## src/rtl/mbox_pkg.sv

```systemverilog
package mbox_pkg;
  localparam logic [15:0] RC_UNSUPPORTED = 16'h0003;
  localparam logic [15:0] RC_INTERNAL    = 16'h0004;
  localparam logic [15:0] RC_BAD_LENGTH  = 16'h0016;

  typedef enum logic [2:0] {
    ST_IDLE  = 3'd0,
    ST_RUN   = 3'd1,
    ST_WRITE = 3'd2,
    ST_CLEAR = 3'd3,
    ST_DRAIN = 3'd4
  } seq_state_e;
endpackage

```

## src/rtl/mbox_rst_sync.sv

```systemverilog
module mbox_rst_sync (
  input  logic clk,
  input  logic rst_n,
  output logic rst_sync_n
);
  logic [1:0] sync_q;

  always_ff @(posedge clk or negedge rst_n) begin
    if (!rst_n) sync_q <= 2'b00;
    else        sync_q <= {sync_q[0], 1'b1};
  end

  assign rst_sync_n = sync_q[1];
endmodule

```

## src/rtl/mbox_lookup.sv

```systemverilog
module mbox_lookup #(
  parameter int LEN_W = 16,
  parameter int N_CMD = 13,
  parameter logic [N_CMD*16-1:0]    TBL_OPC = '0,
  parameter logic [N_CMD*LEN_W-1:0] TBL_LEN = '0,
  parameter logic [N_CMD-1:0]       TBL_VAR = '0,
  localparam int IDX_W = (N_CMD > 1) ? $clog2(N_CMD) : 1
) (
  input  logic [15:0]      opc_i,
  output logic             hit_o,
  output logic [IDX_W-1:0] idx_o,
  output logic [LEN_W-1:0] exp_len_o,
  output logic             var_o
);
  logic [N_CMD-1:0] match;

  genvar g;
  generate
    for (g = 0; g < N_CMD; g++) begin : g_cmp
      assign match[g] = (TBL_OPC[g*16 +: 16] == opc_i);
    end
  endgenerate

  // Lowest matching index wins
  always_comb begin
    hit_o     = 1'b0;
    idx_o     = '0;
    exp_len_o = '0;
    var_o     = 1'b0;
    for (int i = N_CMD - 1; i >= 0; i--) begin
      if (match[i]) begin
        hit_o     = 1'b1;
        idx_o     = IDX_W'(i);
        exp_len_o = TBL_LEN[i*LEN_W +: LEN_W];
        var_o     = TBL_VAR[i];
      end
    end
  end
endmodule

```

## src/rtl/mbox_seq.sv

```systemverilog
module mbox_seq
  import mbox_pkg::*;
#(
  parameter int LEN_W       = 16,
  parameter int IDX_W       = 4,
  parameter int PAYLOAD_MAX = 256
) (
  input  logic             clk,
  input  logic             rst_n,
  input  logic             db_i,
  input  logic [LEN_W-1:0] len_i,
  input  logic             hit_i,
  input  logic [IDX_W-1:0] idx_i,
  input  logic [LEN_W-1:0] exp_len_i,
  input  logic             var_i,
  input  logic             hnd_done_i,
  input  logic [15:0]      hnd_rc_i,
  input  logic [LEN_W-1:0] hnd_olen_i,
  output logic             hnd_req_o,
  output logic [IDX_W-1:0] hnd_idx_o,
  output logic [LEN_W-1:0] hnd_len_o,
  output logic             wr_o,
  output logic             db_clr_o,
  output logic [15:0]      rc_o,
  output logic [LEN_W-1:0] olen_o
);
  localparam logic [LEN_W:0] LIMIT = (LEN_W+1)'(PAYLOAD_MAX);

  seq_state_e       state_q, state_d;
  logic [IDX_W-1:0] idx_q, idx_d;
  logic [LEN_W-1:0] ilen_q, ilen_d;
  logic [15:0]      rc_q, rc_d;
  logic [LEN_W-1:0] olen_q, olen_d;
  logic             accept;
  logic             len_ok;
  logic             too_long;

  assign accept   = (state_q == ST_IDLE) && db_i;
  assign len_ok   = var_i || (len_i == exp_len_i);
  assign too_long = {1'b0, hnd_olen_i} > LIMIT;

  always_comb begin
    state_d = state_q;
    idx_d   = idx_q;
    ilen_d  = ilen_q;
    rc_d    = rc_q;
    olen_d  = olen_q;
    unique case (state_q)
      ST_IDLE: begin
        if (db_i) begin
          if (!hit_i) begin
            rc_d    = RC_UNSUPPORTED;
            olen_d  = len_i;
            state_d = ST_WRITE;
          end else if (!len_ok) begin
            rc_d    = RC_BAD_LENGTH;
            olen_d  = len_i;
            state_d = ST_WRITE;
          end else begin
            idx_d   = idx_i;
            ilen_d  = len_i;
            state_d = ST_RUN;
          end
        end
      end
      ST_RUN: begin
        if (hnd_done_i) begin
          if (too_long) begin
            rc_d   = RC_INTERNAL;
            olen_d = '0;
          end else begin
            rc_d   = hnd_rc_i;
            olen_d = hnd_olen_i;
          end
          state_d = ST_WRITE;
        end
      end
      ST_WRITE: state_d = ST_CLEAR;
      ST_CLEAR: state_d = ST_DRAIN;
      ST_DRAIN: if (!db_i) state_d = ST_IDLE;
      default:  state_d = ST_IDLE;
    endcase
  end

  always_ff @(posedge clk or negedge rst_n) begin
    if (!rst_n) begin
      state_q <= ST_IDLE;
      idx_q   <= '0;
      ilen_q  <= '0;
      rc_q    <= '0;
      olen_q  <= '0;
    end else begin
      state_q <= state_d;
      if (accept) begin
        idx_q  <= idx_d;
        ilen_q <= ilen_d;
      end
      if (state_d == ST_WRITE && state_q != ST_WRITE) begin
        rc_q   <= rc_d;
        olen_q <= olen_d;
      end
    end
  end

  assign hnd_req_o = (state_q == ST_RUN);
  assign hnd_idx_o = idx_q;
  assign hnd_len_o = ilen_q;
  assign wr_o      = (state_q == ST_WRITE);
  assign db_clr_o  = (state_q == ST_CLEAR);
  assign rc_o      = rc_q;
  assign olen_o    = olen_q;

  // a missing opcode never starts a handler
  a_r2_no_start_on_miss: assert property (@(posedge clk) disable iff (!rst_n)
    (accept && !hit_i) |=> !hnd_req_o);

  // a wrong fixed length never starts a handler
  a_r3_no_start_bad_len: assert property (@(posedge clk) disable iff (!rst_n)
    (accept && hit_i && !var_i && (len_i != exp_len_i)) |=> !hnd_req_o);

  // request held until the handler reports done
  a_r1_req_held: assert property (@(posedge clk) disable iff (!rst_n)
    (hnd_req_o && !hnd_done_i) |=> hnd_req_o);

  // started index and length stay stable for the whole request
  a_r11_args_stable: assert property (@(posedge clk) disable iff (!rst_n)
    (hnd_req_o && $past(hnd_req_o)) |-> ($stable(hnd_idx_o) && $stable(hnd_len_o)));

  // overflowing output length is reported as internal error
  a_r9_overflow_code: assert property (@(posedge clk) disable iff (!rst_n)
    (hnd_req_o && hnd_done_i && too_long) |=> (rc_o == RC_INTERNAL && olen_o == '0));

  // doorbell clear follows the register writes by one cycle
  a_r7_clear_follows: assert property (@(posedge clk) disable iff (!rst_n)
    wr_o |=> (db_clr_o && !wr_o));

  // while the doorbell is still high after completion, nothing restarts
  a_r8_no_restart: assert property (@(posedge clk) disable iff (!rst_n)
    (db_clr_o || (state_q == ST_DRAIN && db_i)) |=> (!hnd_req_o && !wr_o));
endmodule

```

## src/rtl/mbox_pack.sv

```systemverilog
module mbox_pack #(
  parameter int LEN_W  = 16,
  parameter int STS_W  = 64,
  parameter int RC_LSB = 32
) (
  input  logic [15:0]         rc_i,
  input  logic [LEN_W-1:0]    olen_i,
  output logic [16+LEN_W-1:0] cmd_wdata_o,
  output logic [STS_W-1:0]    sts_wdata_o
);
  always_comb begin
    cmd_wdata_o = {olen_i, 16'h0000};
    sts_wdata_o = '0;
    sts_wdata_o[RC_LSB +: 16] = rc_i;
  end
endmodule

```

## src/rtl/mbox_dispatch.sv

```systemverilog
module mbox_dispatch #(
  parameter int LEN_W       = 16,
  parameter int STS_W       = 64,
  parameter int RC_LSB      = 32,
  parameter int PAYLOAD_MAX = 256,
  parameter int N_CMD       = 13,
  parameter logic [N_CMD*16-1:0] TBL_OPC = {
    16'h4103, 16'h4102, 16'h4100, 16'h4000, 16'h0401, 16'h0400, 16'h0301,
    16'h0300, 16'h0200, 16'h0103, 16'h0102, 16'h0101, 16'h0100},
  parameter logic [N_CMD*LEN_W-1:0] TBL_LEN = {
    LEN_W'(0), LEN_W'(8), LEN_W'(0), LEN_W'(0), LEN_W'(24), LEN_W'(0), LEN_W'(8),
    LEN_W'(0), LEN_W'(0), LEN_W'(4), LEN_W'(0), LEN_W'(0), LEN_W'(1)},
  parameter logic [N_CMD-1:0] TBL_VAR = 13'b1_0000_0000_0010,
  localparam int IDX_W = (N_CMD > 1) ? $clog2(N_CMD) : 1,
  localparam int CMD_W = 16 + LEN_W
) (
  input  logic             clk,
  input  logic             rst_n,
  input  logic             db_i,
  input  logic [CMD_W-1:0] cmd_reg_i,
  output logic             cmd_wr_o,
  output logic [CMD_W-1:0] cmd_wdata_o,
  output logic             sts_wr_o,
  output logic [STS_W-1:0] sts_wdata_o,
  output logic             db_clr_o,
  output logic             hnd_req_o,
  output logic [IDX_W-1:0] hnd_idx_o,
  output logic [LEN_W-1:0] hnd_len_o,
  input  logic             hnd_done_i,
  input  logic [15:0]      hnd_rc_i,
  input  logic [LEN_W-1:0] hnd_olen_i
);
  logic             rst_sync_n;
  logic [15:0]      opc;
  logic             hit;
  logic [IDX_W-1:0] idx;
  logic [LEN_W-1:0] exp_len;
  logic             var_len;
  logic             wr;
  logic [15:0]      rc;
  logic [LEN_W-1:0] olen;

  assign opc = {cmd_reg_i[15:8], cmd_reg_i[7:0]};

  mbox_rst_sync u_rst (
    .clk        (clk),
    .rst_n      (rst_n),
    .rst_sync_n (rst_sync_n)
  );

  mbox_lookup #(
    .LEN_W   (LEN_W),
    .N_CMD   (N_CMD),
    .TBL_OPC (TBL_OPC),
    .TBL_LEN (TBL_LEN),
    .TBL_VAR (TBL_VAR)
  ) u_lookup (
    .opc_i     (opc),
    .hit_o     (hit),
    .idx_o     (idx),
    .exp_len_o (exp_len),
    .var_o     (var_len)
  );

  mbox_seq #(
    .LEN_W       (LEN_W),
    .IDX_W       (IDX_W),
    .PAYLOAD_MAX (PAYLOAD_MAX)
  ) u_seq (
    .clk        (clk),
    .rst_n      (rst_sync_n),
    .db_i       (db_i),
    .len_i      (cmd_reg_i[CMD_W-1:16]),
    .hit_i      (hit),
    .idx_i      (idx),
    .exp_len_i  (exp_len),
    .var_i      (var_len),
    .hnd_done_i (hnd_done_i),
    .hnd_rc_i   (hnd_rc_i),
    .hnd_olen_i (hnd_olen_i),
    .hnd_req_o  (hnd_req_o),
    .hnd_idx_o  (hnd_idx_o),
    .hnd_len_o  (hnd_len_o),
    .wr_o       (wr),
    .db_clr_o   (db_clr_o),
    .rc_o       (rc),
    .olen_o     (olen)
  );

  mbox_pack #(
    .LEN_W  (LEN_W),
    .STS_W  (STS_W),
    .RC_LSB (RC_LSB)
  ) u_pack (
    .rc_i        (rc),
    .olen_i      (olen),
    .cmd_wdata_o (cmd_wdata_o),
    .sts_wdata_o (sts_wdata_o)
  );

  assign cmd_wr_o = wr;
  assign sts_wr_o = wr;

  // opcode bytes are cleared in every command register write
  a_r5_opcode_cleared: assert property (@(posedge clk) disable iff (!rst_sync_n)
    cmd_wr_o |-> (cmd_wdata_o[15:0] == 16'h0000));

  // no activity while the synchronised reset is asserted
  a_r10_quiet_in_reset: assert property (@(posedge clk)
    !rst_sync_n |-> !(hnd_req_o || cmd_wr_o || sts_wr_o || db_clr_o));
endmodule

```

## config.mk

```make
export PLATFORM = sky130hd
export DESIGN_NAME = mbox_dispatch
export DESIGN_NICKNAME = d
export VERILOG_FILES = /design/src/rtl/mbox_pkg.sv /design/src/rtl/mbox_rst_sync.sv /design/src/rtl/mbox_lookup.sv /design/src/rtl/mbox_seq.sv /design/src/rtl/mbox_pack.sv /design/src/rtl/mbox_dispatch.sv
export SDC_FILE = /design/constraint.sdc
export NUM_CORES = 1
export LEC_CHECK = 0
export CORE_MARGIN = 1.5
export CORE_UTILIZATION = 47
export DETAILED_ROUTE_END_ITERATION = 6
export DONT_BUFFER_PORTS = 1
export PLACE_DENSITY = 0.67
export SLEW_MARGIN = 0
export SYNTH_ARGS = -nofsm -noshare
export SYNTH_HDL_FRONTEND = slang
export SYNTH_SLANG_ARGS = --single-unit
```

## constraint.sdc

```tcl
create_clock -name clk -period 1.72 [get_ports clk]
set_clock_uncertainty 0.05 [all_clocks]
set_input_delay 0.086 -clock clk [delete_from_list [all_inputs] [get_ports clk]]
set_output_delay 0.086 -clock clk [all_outputs]
set_load 0.1 [all_outputs]
```

==> results summary <==
The run finished, with violations left. The final reports fail on setup timing. The share of Yosys cell area claimed by the top area cell type came out at 39.7%.

188 I/O pins were placed. The total iterations of the first detailed-routing run came out at 4. The tool flagged a number of max-cap violations equal to 0.

The average size of a mapped cell came out at 9.74 um^2. In the post-synthesis netlist, the cell with the most instances is sky130_fd_sc_hd__buf_4. The wire length of the first global-routing pass is 15300 um. The congestion estimate from routability-driven global placement came to 0.833. Across all setup checks in the final design, the least slack found is -140 ps. The number of failing setup endpoints in the final timing report came out at 46. The TritonCTS buffer count came out at 9.

The startpoint type of the worst setup path is a primary input. The count of unresolved DRC violations after routing is 0. The via count normalized by instance count came out at 5.10. The commonest cells after synthesis are sky130_fd_sc_hd__buf_4 (67), sky130_fd_sc_hd__dfrtp_1 (57), sky130_fd_sc_hd__nand2_1 (36), sky130_fd_sc_hd__mux2_2 (22), sky130_fd_sc_hd__o21ai_0 (21). The total overflow left after global routing is 0.

Of all nets on the critical path, the largest fanout is 6. The number of different library cells used by synthesis comes to 58. The cell type with the highest aggregate area in the netlist is sky130_fd_sc_hd__dfrtp_1. The total power came out at 7.88 mW. In this run the static leakage power is 2.39 nW. The nature of the critical path endpoint is a flip-flop. The transition at the pin with the smallest max-transition slack is 525 ps.

The half-perimeter wire length after placement came out at 6520 um. The setup total negative slack came out at -3590 ps. The full die area is 0.00818 mm^2. The clock passes through at most 2 buffers.

Yosys printed 0 warnings. The total routing resource utilization after global routing came out at 23.6%. The clock transition at the register clock pins on the worst setup and hold paths after CTS is 70 ps. The max-slew violation count came out at 0. The die width is 90.5 um. The area of placed instances came out at 0.00411 mm^2. The netlist area before placement is 0.00359 mm^2. The H-tree depth reported by CTS came out at 3.

The detailed-route wire length per cell is 16.6 um. The cell area after layout came out at 0.00499 mm^2. The count of inserted antenna diode cells is 0. Setup repair after global routing could not meet its margin everywhere.

The cell count after synthesis is 369. The post-route minimum period is 1860 ps. The worst-case headroom to the max-slew limit is 64.8%. The sequential cell area fraction in the yosys report is 39.7%.

Once the floorplan was initialized, standard cells occupied 49.0% of the core. The number of failing hold endpoints at the final stage is 0. The number of clock sinks seen by CTS is 57. By area the synthesized netlist is led by sky130_fd_sc_hd__dfrtp_1 (40%), sky130_fd_sc_hd__buf_4 (14%), sky130_fd_sc_hd__mux2_2 (6.9%), sky130_fd_sc_hd__nand2_1 (3.8%), sky130_fd_sc_hd__mux2_4 (3.3%). Across the VDD grid, the largest voltage drop is 0.763 mV. The share of the clock period used by the worst path after layout is 108%. The via count of the first global-routing pass was 2957.

For this block, the via count after detailed routing is 3006. The required time of the worst setup path is 1870 ps. Entering global routing, the biggest net connects 56 pins.

The count of state elements after synthesis came out at 57. The worst setup path is of the in2reg kind. The count of nets left with antenna violations after detail routing is 0. The number of antenna violations at the first check in global routing came to 0.

The number of flops mapped to enable cells by yosys came out at 0. The aggregate routed wire length came out at 9780 um. Relative to the synthesized area, the layout overhead comes to 38.8%.

At the end of the flow, the number of nets in the layout was 553. The number of non-filler instances in the completed layout came out at 589. The fraction of the core area covered by cells at the end of the flow is 68.1%.

The y dimension of the die came out at 90.5 um. In this run the tool buffered the top-level ports with 0 buffer cells. For this design the ratio of total power to cell area is 1580 mW/mm^2.

The number of violations reported at the end of detailed-routing iteration 0 came out at 166. Data on the critical path arrives at its endpoint at 2010 ps. The TritonCTS clock tree is yes. The number of placement rows came out at 31.

Counting tap cells, the placed design contains a total of 531 instances. Static timing analysis puts the maximum clock frequency at 538 MHz. The cell sitting at the root of the clock tree is a sky130_fd_sc_hd__clkbuf_8. The async set-or-reset flop fraction in the synthesized netlist is 100%. The insertion delay to the later sink of the worst-skew pair came out at 320 ps.

The most used flip-flop cell after synthesis is sky130_fd_sc_hd__dfrtp_1. In the final layout, the share of cells above drive strength 1 is 37.1%. After floorplanning, the core was sized to cover 0.00733 mm^2. In this run the worst hold path is classified as in2reg.
layout by cell type (no fill, tap or decap), types with 9 or more instances in the layout:
| cell | count |
|---|---|
| sky130_fd_sc_hd__buf_4 | 79 |
| sky130_fd_sc_hd__conb_1 | 65 |
| sky130_fd_sc_hd__dfrtp_1 | 55 |
| sky130_fd_sc_hd__nand2_1 | 35 |
| sky130_fd_sc_hd__dlygate4sd3_1 | 33 |
| sky130_fd_sc_hd__mux2_4 | 29 |
| sky130_fd_sc_hd__o21ai_0 | 13 |
| sky130_fd_sc_hd__a22o_1 | 12 |
| sky130_fd_sc_hd__inv_1 | 10 |
| sky130_fd_sc_hd__nor2_1 | 9 |
| sky130_fd_sc_hd__a21oi_1 | 9 |
| sky130_fd_sc_hd__clkbuf_8 | 9 |
| sky130_fd_sc_hd__buf_12 | 9 |
logic make-up (layout without fill, tap and decap cells):
logic type,count (synthesis),count (layout),share of synthesized area [%]
AND/OR/NAND/NOR,106,106,16.5
AO/OA/AOI/OAI,70,70,13.4
XOR/XNOR,1,1,0.244
other,2,65,0.209
flip-flops,57,57,39.7
multiplexers,38,38,12.5
buffers and inverters,95,153,17.5
through the flow:
step	hold WS, ps	worst slack [ps]
3_5_place_dp	-260	-554
2_1_floorplan	-260	-389
3_3_place_gp	-260	-531
6_report	8.36	-140
4_1_cts	3.42	-116
5_1_grt	7.48	-245
worst paths after layout:
| path | from | end | slack (ps) | cells past startpoint |
|---|---|---|---|---|
| max | cmd_reg_i[4] | u_seq.hnd_len_o[0]$_DFFE_PN0P_ | -140 | 11 |
| max in group asynchronous | rst_n | u_rst.sync_q[1]$_DFF_PN0_ | 1010 | 2 |
| min | cmd_reg_i[29] | u_seq.olen_o[13]$_DFFE_PN0P_ | 8 | 3 |
| min in group asynchronous | u_rst.sync_q[1]$_DFF_PN0_ | u_seq.hnd_idx_o[2]$_DFFE_PN0P_ | 210 | 1 |
| max reg2reg | u_seq.state_q[1]$_DFF_PN0_ | u_seq.hnd_len_o[0]$_DFFE_PN0P_ | 10 | 6 |
| min reg2reg | u_rst.sync_q[1]$_DFF_PN0_ | u_seq.hnd_idx_o[2]$_DFFE_PN0P_ | 210 | 1 |
registers in the layout (all words and copies together) (netlist names):
register / count
u_rst.sync_q: 2
u_seq.hnd_idx_o: 4
u_seq.hnd_len_o: 16
u_seq.olen_o: 16
u_seq.rc_o: 16
u_seq.state_q: 3
critical path, cell delays in order:
cell and delay (ps):
sky130_fd_sc_hd__nor4_4 280, sky130_fd_sc_hd__buf_4 180, sky130_fd_sc_hd__nand3_4 100, sky130_fd_sc_hd__nor4_4 300
sky130_fd_sc_hd__buf_4 150, sky130_fd_sc_hd__o21ai_2 50, sky130_fd_sc_hd__a21oi_2 130, sky130_fd_sc_hd__o211a_4 200
sky130_fd_sc_hd__buf_12 120, sky130_fd_sc_hd__buf_12 120, sky130_fd_sc_hd__mux2_4 300
layer usage:
layer | GRT usage (%) | routed length [um]
met5 | 0 | 0
met4 | 6.08 | 110
met3 | 5.81 | 587
met2 | 41.9 | 5050
met1 | 28.6 | 4030
report_power, final:
part           switching (mW)  internal, mW  leakage, nW  total [mW]
Combinational            3.64          1.32         1.57        4.95
Clock                   0.575         0.518       0.0814        1.09
Sequential              0.210          1.62        0.740        1.83
timing repair:
action / CTS / global route
setup endpoints to repair: 51 / 55
pin swaps: 6 / 3
hold buffers: 33 / 0
gates resized for setup: 35 / 29
endpoints found under the hold margin: 46 / 0
setup buffers: 4 / 4
cloned: 2 / 0
cell type report:
type | instances | area [um^2]
Inverter | 11 | 45.0
Multi-Input combinational cell | 280 | 2030
Timing Repair Buffer | 126 | 1200
Fill cell | 559 | 2340
Clock inverter | 7 | 46.3
Sequential cell | 57 | 1430
Tap cell | 99 | 124
Clock buffer | 9 | 124
(Power assumes the default switching activity.)
